$ cat config.mk
export PLATFORM = sky130hd
export DESIGN_NAME = hclk_blank_slowdown
export DESIGN_NICKNAME = d
export VERILOG_FILES = /design/src/rtl/hclk_pkg.sv /design/src/rtl/hclk_div_counter.sv /design/src/rtl/hclk_mode_fsm.sv /design/src/rtl/hclk_phase_drive.sv /design/src/rtl/hclk_blank_slowdown.sv
export SDC_FILE = /design/constraint.sdc
export NUM_CORES = 1
export LEC_CHECK = 0
export ABC_AREA = 1
export BUFFER_PORTS_ARGS = -buffer_cell sky130_fd_sc_hd__buf_2
export CORE_AREA = 3 3 40 42
export CTS_CLUSTER_SIZE = 12
export DETAILED_ROUTE_END_ITERATION = 6
export DIE_AREA = 0 0 43 45
export HOLD_SLACK_MARGIN = 0.06
export PLACE_DENSITY = 0.7
export SYNTH_ARGS = -nofsm -noshare
export SYNTH_HDL_FRONTEND = slang
export SYNTH_SLANG_ARGS = --single-unit
$ cat constraint.sdc
create_clock -name clk_edge -period 1.9 [get_ports clk_edge]
set_input_delay 0.38 -clock clk_edge [delete_from_list [all_inputs] [get_ports clk_edge]]
set_output_delay 0.38 -clock clk_edge [all_outputs]
set_load 0.02 [all_outputs]
$ cat src/rtl/hclk_pkg.sv
package hclk_pkg;
    localparam int MODE_W = 2;

    typedef enum logic {
        ST_PIXEL = 1'b0,
        ST_WIDE  = 1'b1
    } hclk_state_e;

    localparam logic [MODE_W-1:0] MODE_NO_WIDEN = 2'd2;
endpackage

$ cat src/rtl/hclk_div_counter.sv
module hclk_div_counter #(
    parameter int CODE_W = 4,
    localparam int CNT_W = CODE_W + 1
) (
    input  logic              clk_edge,
    input  logic              rst,
    input  logic              cnt_clr,
    input  logic [CODE_W-1:0] width_code,
    output logic              term
);
    logic [CNT_W-1:0] cnt;
    logic [CNT_W:0]   limit;

    // hold length in ticks is twice the code
    assign limit = {1'b0, width_code, 1'b0};
    assign term  = ({1'b0, cnt} + 1'b1) >= limit;

    always_ff @(posedge clk_edge) begin
        if (rst || cnt_clr) begin
            cnt <= '0;
        end else begin
            cnt <= cnt + 1'b1;
        end
    end
endmodule

$ cat src/rtl/hclk_mode_fsm.sv
module hclk_mode_fsm
    import hclk_pkg::*;
#(
    parameter int CODE_W = 4
) (
    input  logic              clk_edge,
    input  logic              rst,
    input  logic              blank_area,
    input  logic [MODE_W-1:0] blank_mode,
    input  logic [CODE_W-1:0] width_code,
    input  logic              term,
    output logic              toggle,
    output logic              cnt_clr
);
    hclk_state_e state, state_nxt;
    logic        widen_req;

    assign widen_req = blank_area && (blank_mode < MODE_NO_WIDEN) && (width_code != '0);

    always_comb begin
        state_nxt = state;
        unique case (state)
            ST_PIXEL: if (widen_req)  state_nxt = ST_WIDE;   // T_ENTER
            ST_WIDE:  if (!widen_req) state_nxt = ST_PIXEL;  // T_LEAVE
            default:  state_nxt = ST_PIXEL;
        endcase
    end

    always_ff @(posedge clk_edge) begin
        if (rst) begin
            state <= ST_PIXEL;
        end else begin
            state <= state_nxt;
        end
    end

    always_comb begin
        toggle  = 1'b1;
        cnt_clr = 1'b1;
        unique case (state)
            ST_PIXEL: begin
                toggle  = 1'b1;
                cnt_clr = 1'b1;
            end
            ST_WIDE: begin
                toggle  = (state_nxt == ST_PIXEL) || term;
                cnt_clr = (state_nxt == ST_PIXEL) || term;
            end
            default: begin
                toggle  = 1'b1;
                cnt_clr = 1'b1;
            end
        endcase
    end
endmodule

$ cat src/rtl/hclk_phase_drive.sv
module hclk_phase_drive #(
    parameter int NUM_PAIRS = 4
) (
    input  logic                 clk_edge,
    input  logic                 rst,
    input  logic                 toggle,
    output logic [NUM_PAIRS-1:0] h_pos,
    output logic [NUM_PAIRS-1:0] h_neg
);
    logic phase;

    always_ff @(posedge clk_edge) begin
        if (rst) begin
            phase <= 1'b0;
        end else if (toggle) begin
            phase <= ~phase;
        end
    end

    for (genvar p = 0; p < NUM_PAIRS; p++) begin : g_pair
        assign h_pos[p] = phase;
        assign h_neg[p] = ~phase;
    end
endmodule

$ cat src/rtl/hclk_blank_slowdown.sv
module hclk_blank_slowdown
    import hclk_pkg::*;
#(
    parameter int NUM_PAIRS = 4,
    parameter int CODE_W    = 4
) (
    input  logic                 clk_edge,
    input  logic                 rst,
    input  logic                 blank_area,
    input  logic [MODE_W-1:0]    blank_mode,
    input  logic [CODE_W-1:0]    width_code,
    output logic [NUM_PAIRS-1:0] h_pos,
    output logic [NUM_PAIRS-1:0] h_neg
);
    logic term;
    logic toggle;
    logic cnt_clr;

    hclk_mode_fsm #(.CODE_W(CODE_W)) u_fsm (
        .clk_edge   (clk_edge),
        .rst        (rst),
        .blank_area (blank_area),
        .blank_mode (blank_mode),
        .width_code (width_code),
        .term       (term),
        .toggle     (toggle),
        .cnt_clr    (cnt_clr)
    );

    hclk_div_counter #(.CODE_W(CODE_W)) u_cnt (
        .clk_edge   (clk_edge),
        .rst        (rst),
        .cnt_clr    (cnt_clr),
        .width_code (width_code),
        .term       (term)
    );

    hclk_phase_drive #(.NUM_PAIRS(NUM_PAIRS)) u_drv (
        .clk_edge (clk_edge),
        .rst      (rst),
        .toggle   (toggle),
        .h_pos    (h_pos),
        .h_neg    (h_neg)
    );
endmodule

After elaboration in Yosys (flattened, before gate mapping). Cells that the tools add are included. W data, S select, Z words.

Logic and storage cells: 17. Output and inout bits: 8. Input port bits: 9. Bits in registers: 7.

Reduce and logical (&&, ||, !) cells: 5. Bitwise gates (word level): 3. Multiplexer cells: 2. $add $sub $neg: 2. Magnitude comparators: 2.

Operators by type and width (number): $add A5 B1 Y6 const B (1); $ge A6 B5 Y1 (1); $add A5 B1 Y5 const B (1); $reduce_bool A4 Y1 (1); $not A1 Y1 (3); $logic_and A1 B1 Y1 (2); $logic_or A1 B1 Y1 (2); $lt A2 B2 Y1 const B (1); $pmux W1 S2 (1); $mux W1 (1).

Depth between registers and ports, before layout. Gate-level depths: netlist of run 1.

Depth after elaboration: 8. Mapped depth: 11.

Cells and area by module. A second synthesis of run 1 with hierarchy kept.

Cell total of the unflattened synthesis: 77. Area total of the unflattened synthesis: 508.0 µm².

By module, submodules not included: hclk_div_counter (cells an instance 51, area an instance 341.6 µm², times used 1, sequential area each 100.1 µm²); hclk_phase_drive (cells an instance 14, area an instance 95.1 µm², times used 1, sequential area each 20.0 µm²); hclk_mode_fsm (cells an instance 12, area an instance 71.3 µm², times used 1, sequential area each 20.0 µm²).

Least setup slack after synthesis of run 1. OpenSTA, ideal clock, no wires.

Kind: register -> register. From: register u_cnt.cnt[0]. To: register u_drv.phase. Arrival: 1.507 ns. Setup slack: 0.278 ns. Stages on the path, launching flop included: 12. Library setup time: 0.115 ns. Clock period less this slack: 1.622 ns. Data required time: 1.785 ns. Cells stage by stage: dfxtp_1 ha_1 nand3_1 xor2_1 inv_1 ha_1 nor2_2 nand3_2 nor2_2 nand3_2 nand2_1 nor2_1.

Word-level cells in the longest chain between the ends: 4.

RTL lines: start: declaration (RTL line hclk_div_counter.sv:11) `logic [CNT_W-1:0] cnt;`; start signal: assignment (RTL line hclk_div_counter.sv:22) `cnt <= cnt + 1'b1;`; $add A5 B1 Y6 (RTL line hclk_div_counter.sv:16) `assign term = ({1'b0, cnt} + 1'b1) >= limit;`; $ge A6 B5 Y1 (RTL line hclk_div_counter.sv:16); $logic_or A1 B1 Y1 (RTL line hclk_mode_fsm.sv:46) `toggle = (state_nxt == ST_PIXEL) || term;`; $pmux W1 S2 (RTL line hclk_mode_fsm.sv:40) `unique case (state)`; end signal: assignment (RTL line hclk_phase_drive.sv:16) `phase <= ~phase;`; end: declaration (RTL line hclk_phase_drive.sv:10) `logic phase;`.

No other way between the ends. A chain may end at the register's enable or synchronous reset.

Final worst setup path of run 1.
From: register u_cnt.cnt[1]. To: register u_drv.phase.

The elaborated chain is that of the path after synthesis.

==> impl_summary.md, run 1 <==
Synth
The total standard cell area after synthesis is 499 um^2. sky130_fd_sc_hd__dfxtp_1 takes more of the synthesized area than any other cell. Yosys mapped a number of flops with a built-in enable equal to 0. After synthesis, the share of flip-flops with an asynchronous set or reset is 0%. The most frequently used flop master after synthesis is sky130_fd_sc_hd__dfxtp_1. After synthesis the netlist holds a flip-flop and latch count of 7. Of the synthesized area, sequential elements account for 28.1%. The number of nets produced by synthesis is 80.

Each instance of the synthesized netlist takes up on average 7.56 um^2. The gate count after technology mapping is 66. Counting instances in the post-synthesis netlist gives the leading cell types as 13 x sky130_fd_sc_hd__inv_1, 9 x sky130_fd_sc_hd__nand2_1, 9 x sky130_fd_sc_hd__nor2_1. Among all cell types in the netlist, the one instantiated most often is sky130_fd_sc_hd__inv_1. Yosys printed 0 warnings. The number of different library cells used by synthesis comes to 16. The area share of the leading cell type in the synthesized netlist is 28.1%. By area the synthesized netlist is led by sky130_fd_sc_hd__dfxtp_1 28%, sky130_fd_sc_hd__ha_1 13%, sky130_fd_sc_hd__buf_4 11%.

Pwr
The peak supply drop is 0.388 mV. In this run the static leakage power is 0.306 nW. The total power divided by cell area is 583 nW/um^2.

Floorplan
The count of pins on the block boundary is 17. The floorplan has 13 rows. From bottom edge to top edge, the die measures 45 um. The placeable core region is 1280 um^2.

In this run the horizontal extent of the chip is 43 um. The initial utilization of the core area, before any placement, comes to 38.9%. The die area is 1940 um^2.

Placed design
The number of input and output port buffers inserted is 15. At the placement stage, the worst setup path has a slack of 0.156 ns. At the end of routability-driven placement, the weighted congestion stood at 0.779.

Detailed placement ended at an HPWL of 674 um. The number of cells in the design after placement is 90.

CTS
In this run, post-CTS repair resized a total of 0 instances. After clock tree synthesis, the flow added hold-fix buffers numbering 0. Clock tree synthesis inserted a total of 3 buffers. Post-CTS timing repair inserted 0 buffers for setup.

Clock tree synthesis selected as its root buffer the cell sky130_fd_sc_hd__clkbuf_4. The clock edge transition at the registers on the reported setup and hold paths is 0.05 ns. The TritonCTS clock tree is built.

The maximum clock path buffer count is 2. The sink count of the clock tree is 7. The clock latency on the worst-skew pair is 0.25 ns.

CTS built an H-tree with a depth of 1.

Worst setup path
The startpoint class of the critical path is a flop. The category of the critical setup timing path is flop to flop. The worst endpoint required time is 2.04 ns.

Data on the critical path arrives at its endpoint at 1.84 ns. The sort of element at the end of the critical path is a flop. Along the worst path, the maximum fanout reaches 3.

Cells and area
The number of fillers in the final layout is 134. The final cell count without fillers is 94. The share of final-layout standard cells stronger than drive strength 1 is 38.0%.

The post-layout net count is 94. The repair_antennas step left the layout with diodes totalling 0. The area growth from synthesis to layout is 19.5%.

Timing
The transition time at the pin with the least slew margin is 0.226 ns. The count of final max-slew check failures was 0. The final worst setup slack is 0.199 ns. The routed design could run at a clock period as short as 1.70 ns. The headroom to the max-slew limit is 84.8%. The count of final setup violators is 0. Between clock sinks in the finished design, the worst skew comes to 0.00482 ns. The final hold violation count was 0. The achievable frequency is 0.588 GHz. The summed negative setup slack over all endpoints is 0 ns. Setup repair after global routing left no endpoint under its margin. The final critical path takes up 89.5% of the cycle.

Routing
For this block, the routed nets add up to 795 um of wire. The first detailed-routing pass took 2 iterations. After detailed routing, the number of remaining DRC violations is 0. After detailed routing, the number of vias per cell comes to 4.36. Dividing the detail-routed wire length by the instance count gives 8.46 um. The remaining number of nets flagged by the antenna check after routing is 0. The routed layout has 410 vias. For this block, the initial DRC count from the detailed router was 1.

Global route
The via count of the first global-routing pass is 391. The wire length of the first global-routing pass is 1.44 mm. Across every metal layer, demand over resource in global routing totals 10.2%.

Entering global routing, the biggest net connects 7 pins. The number of antenna violations at the first check in global routing is 0. The aggregate global routing overflow is 0.

Min path
The tightest min-delay check is of the input pin to flop type.

Run
The reported max-cap violation count is 0.

Outcome
The flow ran to the end, and the final reports show no timing, DRC or antenna violations.
[routing by layer]
layer	vias to the layer above	track usage [%]	wire length (um)
li1	216	-	-
met1	178	9.98	337
met2	16	18.0	374
met3	0	7.17	83
met4	0	1.81	0
met5	-	0	0
[path summary, 6_finish.rpt]
kind	slack, ns	end	start	depth (start not counted)
max	0.20	u_drv.phase	u_cnt.cnt[1]	11
min	0.30	u_fsm.state	rst	2
max reg2reg	0.20	u_drv.phase	u_cnt.cnt[1]	11
min reg2reg	0.54	u_cnt.cnt[0]	u_cnt.cnt[0]	2
[critical path, cell delays in order (launching register included)]
cell,delay [ns]
sky130_fd_sc_hd__dfxtp_1,0.35
sky130_fd_sc_hd__ha_2,0.20
sky130_fd_sc_hd__nand3_1,0.12
sky130_fd_sc_hd__xor2_2,0.16
sky130_fd_sc_hd__inv_1,0.06
sky130_fd_sc_hd__ha_1,0.19
sky130_fd_sc_hd__nor2_2,0.11
sky130_fd_sc_hd__nand3_2,0.10
sky130_fd_sc_hd__nor2_4,0.14
sky130_fd_sc_hd__nand3_2,0.07
sky130_fd_sc_hd__nand2_1,0.07
sky130_fd_sc_hd__nor2_1,0.04
[per-stage QoR]
step	instance area [um^2]	total power, W	util [%]	hold slack [ns]
after floorplan	499	0.000210	-	0.441
after global placement	548	0.000217	42.6	0.523
after detailed placement	548	0.000218	42.6	0.531
after CTS	574	0.000356	44.7	0.288
after global routing	597	0.000373	46.4	0.284
final	597	0.000348	46.4	0.298
[flip-flops by register name, summed over array words and instances, names as in the netlist]
register and cells:
u_cnt.cnt 5, u_drv.phase 1, u_fsm.state 1
[cell type report]
class / count / area, um^2 / area share [%]
Inverter: 13 / 48.8 / 8.18
Sequential cell: 7 / 140 / 23.5
Timing Repair Buffer: 16 / 82.6 / 13.8
Clock buffer: 4 / 26.3 / 4.40
Tap cell: 15 / 18.8 / 3.14
Multi-Input combinational cell: 39 / 280 / 47.0
[cells by family (layout without fill, tap and decap cells)]
family                   Yosys count  after routing  synth area share (%)
XOR/XNOR                           3              3                  5.26
flip-flops                         7              7                  28.1
buffers and inverters             20             33                  20.3
adder cells (fa/ha/maj)            5              5                  12.5
AO/OA/AOI/OAI                      2              2                  2.01
AND/OR/NAND/NOR                   29             29                  31.8
[power breakdown]
| part | leakage, nW | switching, W | internal, W |
|---|---|---|---|
| Clock | 0.0150 | 0.0000523 | 0.0000800 |
| Combinational | 0.234 | 0.0000413 | 0.0000228 |
| Sequential | 0.0569 | 0.00000184 | 0.000150 |
[cells in the final DEF (no fill, tap or decap), types with 2 or more instances in the layout]
cell	netlist	layout
sky130_fd_sc_hd__clkbuf_4	0	3
sky130_fd_sc_hd__nand3_2	3	2
sky130_fd_sc_hd__nor2_4	1	2
sky130_fd_sc_hd__inv_1	13	13
sky130_fd_sc_hd__nor2_1	9	9
sky130_fd_sc_hd__a21oi_1	2	2
sky130_fd_sc_hd__dfxtp_1	7	7
sky130_fd_sc_hd__nand2_1	9	9
sky130_fd_sc_hd__buf_2	0	15
sky130_fd_sc_hd__nand3_1	2	2
sky130_fd_sc_hd__ha_1	5	4
(Power assumes the default switching activity.)
==> run 2, diff against run 1 <==
--- a/config.mk
+++ b/config.mk
@@ -6,13 +6,13 @@
 export NUM_CORES = 1
 export LEC_CHECK = 0
 export ABC_AREA = 1
-export BUFFER_PORTS_ARGS = -buffer_cell sky130_fd_sc_hd__buf_2
 export CORE_AREA = 3 3 40 42
 export CTS_CLUSTER_SIZE = 12
 export DETAILED_ROUTE_END_ITERATION = 6
 export DIE_AREA = 0 0 43 45
+export DONT_BUFFER_PORTS = 1
 export HOLD_SLACK_MARGIN = 0.06
-export PLACE_DENSITY = 0.7
+export PLACE_DENSITY = 0.54
 export SYNTH_ARGS = -nofsm -noshare
 export SYNTH_HDL_FRONTEND = slang
 export SYNTH_SLANG_ARGS = --single-unit
==> constraint.sdc (replaced) <==
create_clock -name clk_edge -period 1.9 [get_ports clk_edge]
set_input_delay 0.285 -clock clk_edge [delete_from_list [all_inputs] [get_ports clk_edge]]
set_output_delay 0.285 -clock clk_edge [all_outputs]
set_load 0.02 [all_outputs]
==> run 2 against run 1 <==
Effect of this change: worst hold slack worse by 0.21 ns; first-iteration DRC count rose by 100%; register-to-register slack worse by 0.02 ns; sequential power about the same; routed wire length shrank 5.5%; combinational power fell by 24%; final area fell by 13%; clock power is 5% higher.
==> impl_summary.md, run 2 (synthesis results as in run 1) <==
CTS
The clock latency on the worst-skew pair is 0.25 ns (about the same). The number of H-tree levels is 1 (unchanged). The count of hold buffers inserted by post-cts repair is 0 (unchanged). The clock tree root buffer cell is sky130_fd_sc_hd__clkbuf_4. The TritonCTS clock tree is built.

The number of clock buffers inserted by TritonCTS is 3 (unchanged). The post-CTS setup repair buffer count was 0 (unchanged). The clock edge transition at the registers on the reported setup and hold paths was 0.05 ns (about the same).

The quantity of gates resized following cts is 0 (unchanged). The maximum clock path buffer count came to 2 (unchanged). The sink count of the clock tree is 7 (unchanged).

Cells and area
In the final layout, the registers with the most flip-flops are u_cnt.cnt x5, u_drv.phase x1, u_fsm.state x1. Compared with the post-synthesis result, the final layout area differs by 4.51%. The library cell used most frequently in the layout, excluding fill and tap cells, is sky130_fd_sc_hd__inv_1. The total inserted antenna cells is 0 (unchanged). The design area is 522 um^2 (-13%). The post-route core utilization was 40.6% (-5.8 points). The flip-flop count of the largest register after layout is 5 (unchanged). The number of fillers in the final layout is 137 (+2.2%).

The post-layout net count is 81 (-14%). In the layout the commonest cells are 13 x sky130_fd_sc_hd__inv_1, 9 x sky130_fd_sc_hd__nand2_1, 9 x sky130_fd_sc_hd__nor2_1. The top register by number of flip-flops is u_cnt.cnt. The share of final-layout standard cells stronger than drive strength 1 is 24.2% (-14 points).

Worst setup path
The largest fanout on the critical path is 5 (+2). The worst endpoint required time is 2.09 ns (+0.05 ns). The buffering stage count on the worst path with inverters included is 1 (unchanged).

The critical path data arrival time is 1.91 ns (+0.07 ns). STA classifies the critical path startpoint as a flop. The most numerous cell on the critical path is sky130_fd_sc_hd__nand3_2. The critical path is of the flop to flop type. The critical path goes through ha_2 -> nand3_1 -> xor2_1 -> inv_1 -> ha_1 -> nor2_2 -> nand3_2 -> nor2_4 -> nand3_2 -> nor2_1. The stage delay of the slowest cell on the critical path was 0.35 ns (about the same). The worst reg2reg path depth is 10 (-1). The count of cell instances traversed by the critical path is 10 (-1).

The standard cell with the maximum stage delay on the critical path is sky130_fd_sc_hd__dfxtp_1. The worst setup path is captured at a flop. The gate family responsible for the most delay along the worst path is simple AND/OR/NAND/NOR gates.

Placed design
The global placement routability congestion is 0.695 (-11%). The number of input and output port buffers inserted is 0 (-15). The cell area after placement is 488 um^2 (-11%). The placed wire-length estimate is 644 um (-4.5%).

Global route
The via count of the first global-routing pass is 365 (-6.6%). The largest net degree at the start of global routing is 7 (unchanged). The number of antenna violations at the first check in global routing is 0 (unchanged). The overall routing resource usage was 10.4% (+0.25 points).

The aggregate global routing overflow is 0 (unchanged). The wire length of the first global-routing pass came to 1.44 mm (unchanged).

Pwr
The leakage power figure is 0.255 nW (-17%). The total power divided by cell area is 647 nW/um^2 (+11%). The part of the total power dissipated in combinational logic came to 14.4% (-4.0 points). The switching fraction of total power is 27.9% (+0.54 points). The peak supply drop is 0.413 mV (+6.5%).

The relative contribution of the clock network to total power is 40.9% (+2.9 points). The switching power summed over all nets came to 0.0000944 W (-1.1%). The cell-internal power is 0.000243 W (-3.7%).

The part of the total power dissipated in sequential elements is 44.7% (+1.1 points).

Timing
Setup repair after global routing left no endpoint under its margin. The headroom to the max-slew limit was 83.3% (-1.5 points). The transition time at the pin with the least slew margin came to 0.250 ns (+0.0242 ns). The setup clock skew after layout is 0.00181 ns (-0.00300 ns). The count of final max-slew check failures is 0 (unchanged). The final hold violation count is 0 (unchanged). The worst hold margin is 0.0925 ns (-0.205 ns).

The achievable frequency is 0.581 GHz (-1.2%). The count of final setup violators was 0 (unchanged). The final period utilization is 90.6% (+1.1 points).

The minimum clock period is 1.72 ns (+0.0206 ns). The summed negative setup slack over all endpoints is 0 ns (unchanged).

Routing
The average wire per cell in the routed design was 9.27 um (+9.6%). The detail-routed via count per cell is 4.32 (-0.93%). The post-route met1 wirelength is 324 um (-3.9%). The number of iterations in the first detailed-routing pass was 3 (+1).

The wire length on met3 is 40 um (-52%). The total number of vias was 350 (-15%). The remaining number of nets flagged by the antenna check after routing was 0 (unchanged).

The detailed router used layers up to and including met4. The number of DRC violations after detailed routing came to 0 (unchanged). The wire length on met2 came to 366 um (-2.1%). The total length of routed wires is 751 um (-5.5%). The number of DRC violations after detailed-routing iteration 0 came to 2 (+1).

Min path
The worst hold path belongs to the class input pin to flop. The instance count along the most critical hold path came to 1 (-1).

Floorplan
The initial core utilization is 38.9% (unchanged). The placeable core region is 1280 um^2 (unchanged). The count of pins on the block boundary is 17 (unchanged). The placement row count is 13 (unchanged). The vertical extent of the die is 45 um (unchanged).

The die width was 43 um (unchanged). The die area was 1940 um^2 (unchanged).

Outcome
The flow ran to the end, and the final reports show no timing, DRC or antenna violations.

Run
The reported max-cap violation count is 0 (unchanged).
==> run 2: layout make-up <==
type / instances / area (um^2) / share of cell area [%]
Sequential cell: 7 / 140 / 26.9
Timing Repair Buffer: 3 / 22.5 / 4.32
Inverter: 13 / 48.8 / 9.35
Tap cell: 15 / 18.8 / 3.60
Multi-Input combinational cell: 39 / 265 / 50.8
Clock buffer: 4 / 26.3 / 5.04
==> run 2: worst paths after layout <==
path                                endpoint    startpoint  slack [ns]
worst max-delay path            u_cnt.cnt[0]  u_cnt.cnt[1]        0.18
worst min-delay path             u_fsm.state           rst        0.09
worst max register to register  u_cnt.cnt[0]  u_cnt.cnt[1]        0.18
worst min register to register  u_cnt.cnt[0]  u_cnt.cnt[0]        0.54
==> run 2: power by group through the flow <==
| stage | logic (W) | registers (W) | clock network, W |
|---|---|---|---|
| 2_1_floorplan | 0.0000554 | 0.000155 | 0 |
| 3_3_place_gp | 0.0000481 | 0.000154 | 0 |
| 3_5_place_dp | 0.0000490 | 0.000154 | 0 |
| 4_1_cts | 0.0000490 | 0.000151 | 0.000147 |
| 5_1_grt | 0.0000541 | 0.000151 | 0.000155 |
| 6_report | 0.0000485 | 0.000151 | 0.000138 |
==> run 2: through the flow <==
step	std cells	power, W	setup slack, ns
detailed placement	77	0.000203	0.133
global placement	77	0.000202	0.200
global route	81	0.000360	0.00656
finish	81	0.000338	0.179
CTS	81	0.000347	0.119
floorplan	66	0.000210	0.278
==> run 2: metal layers <==
layer,up-vias,GRT usage (%)
li1,192,-
met1,147,10.9
met2,9,16.8
met3,2,5.98
met4,0,5.42
met5,-,0
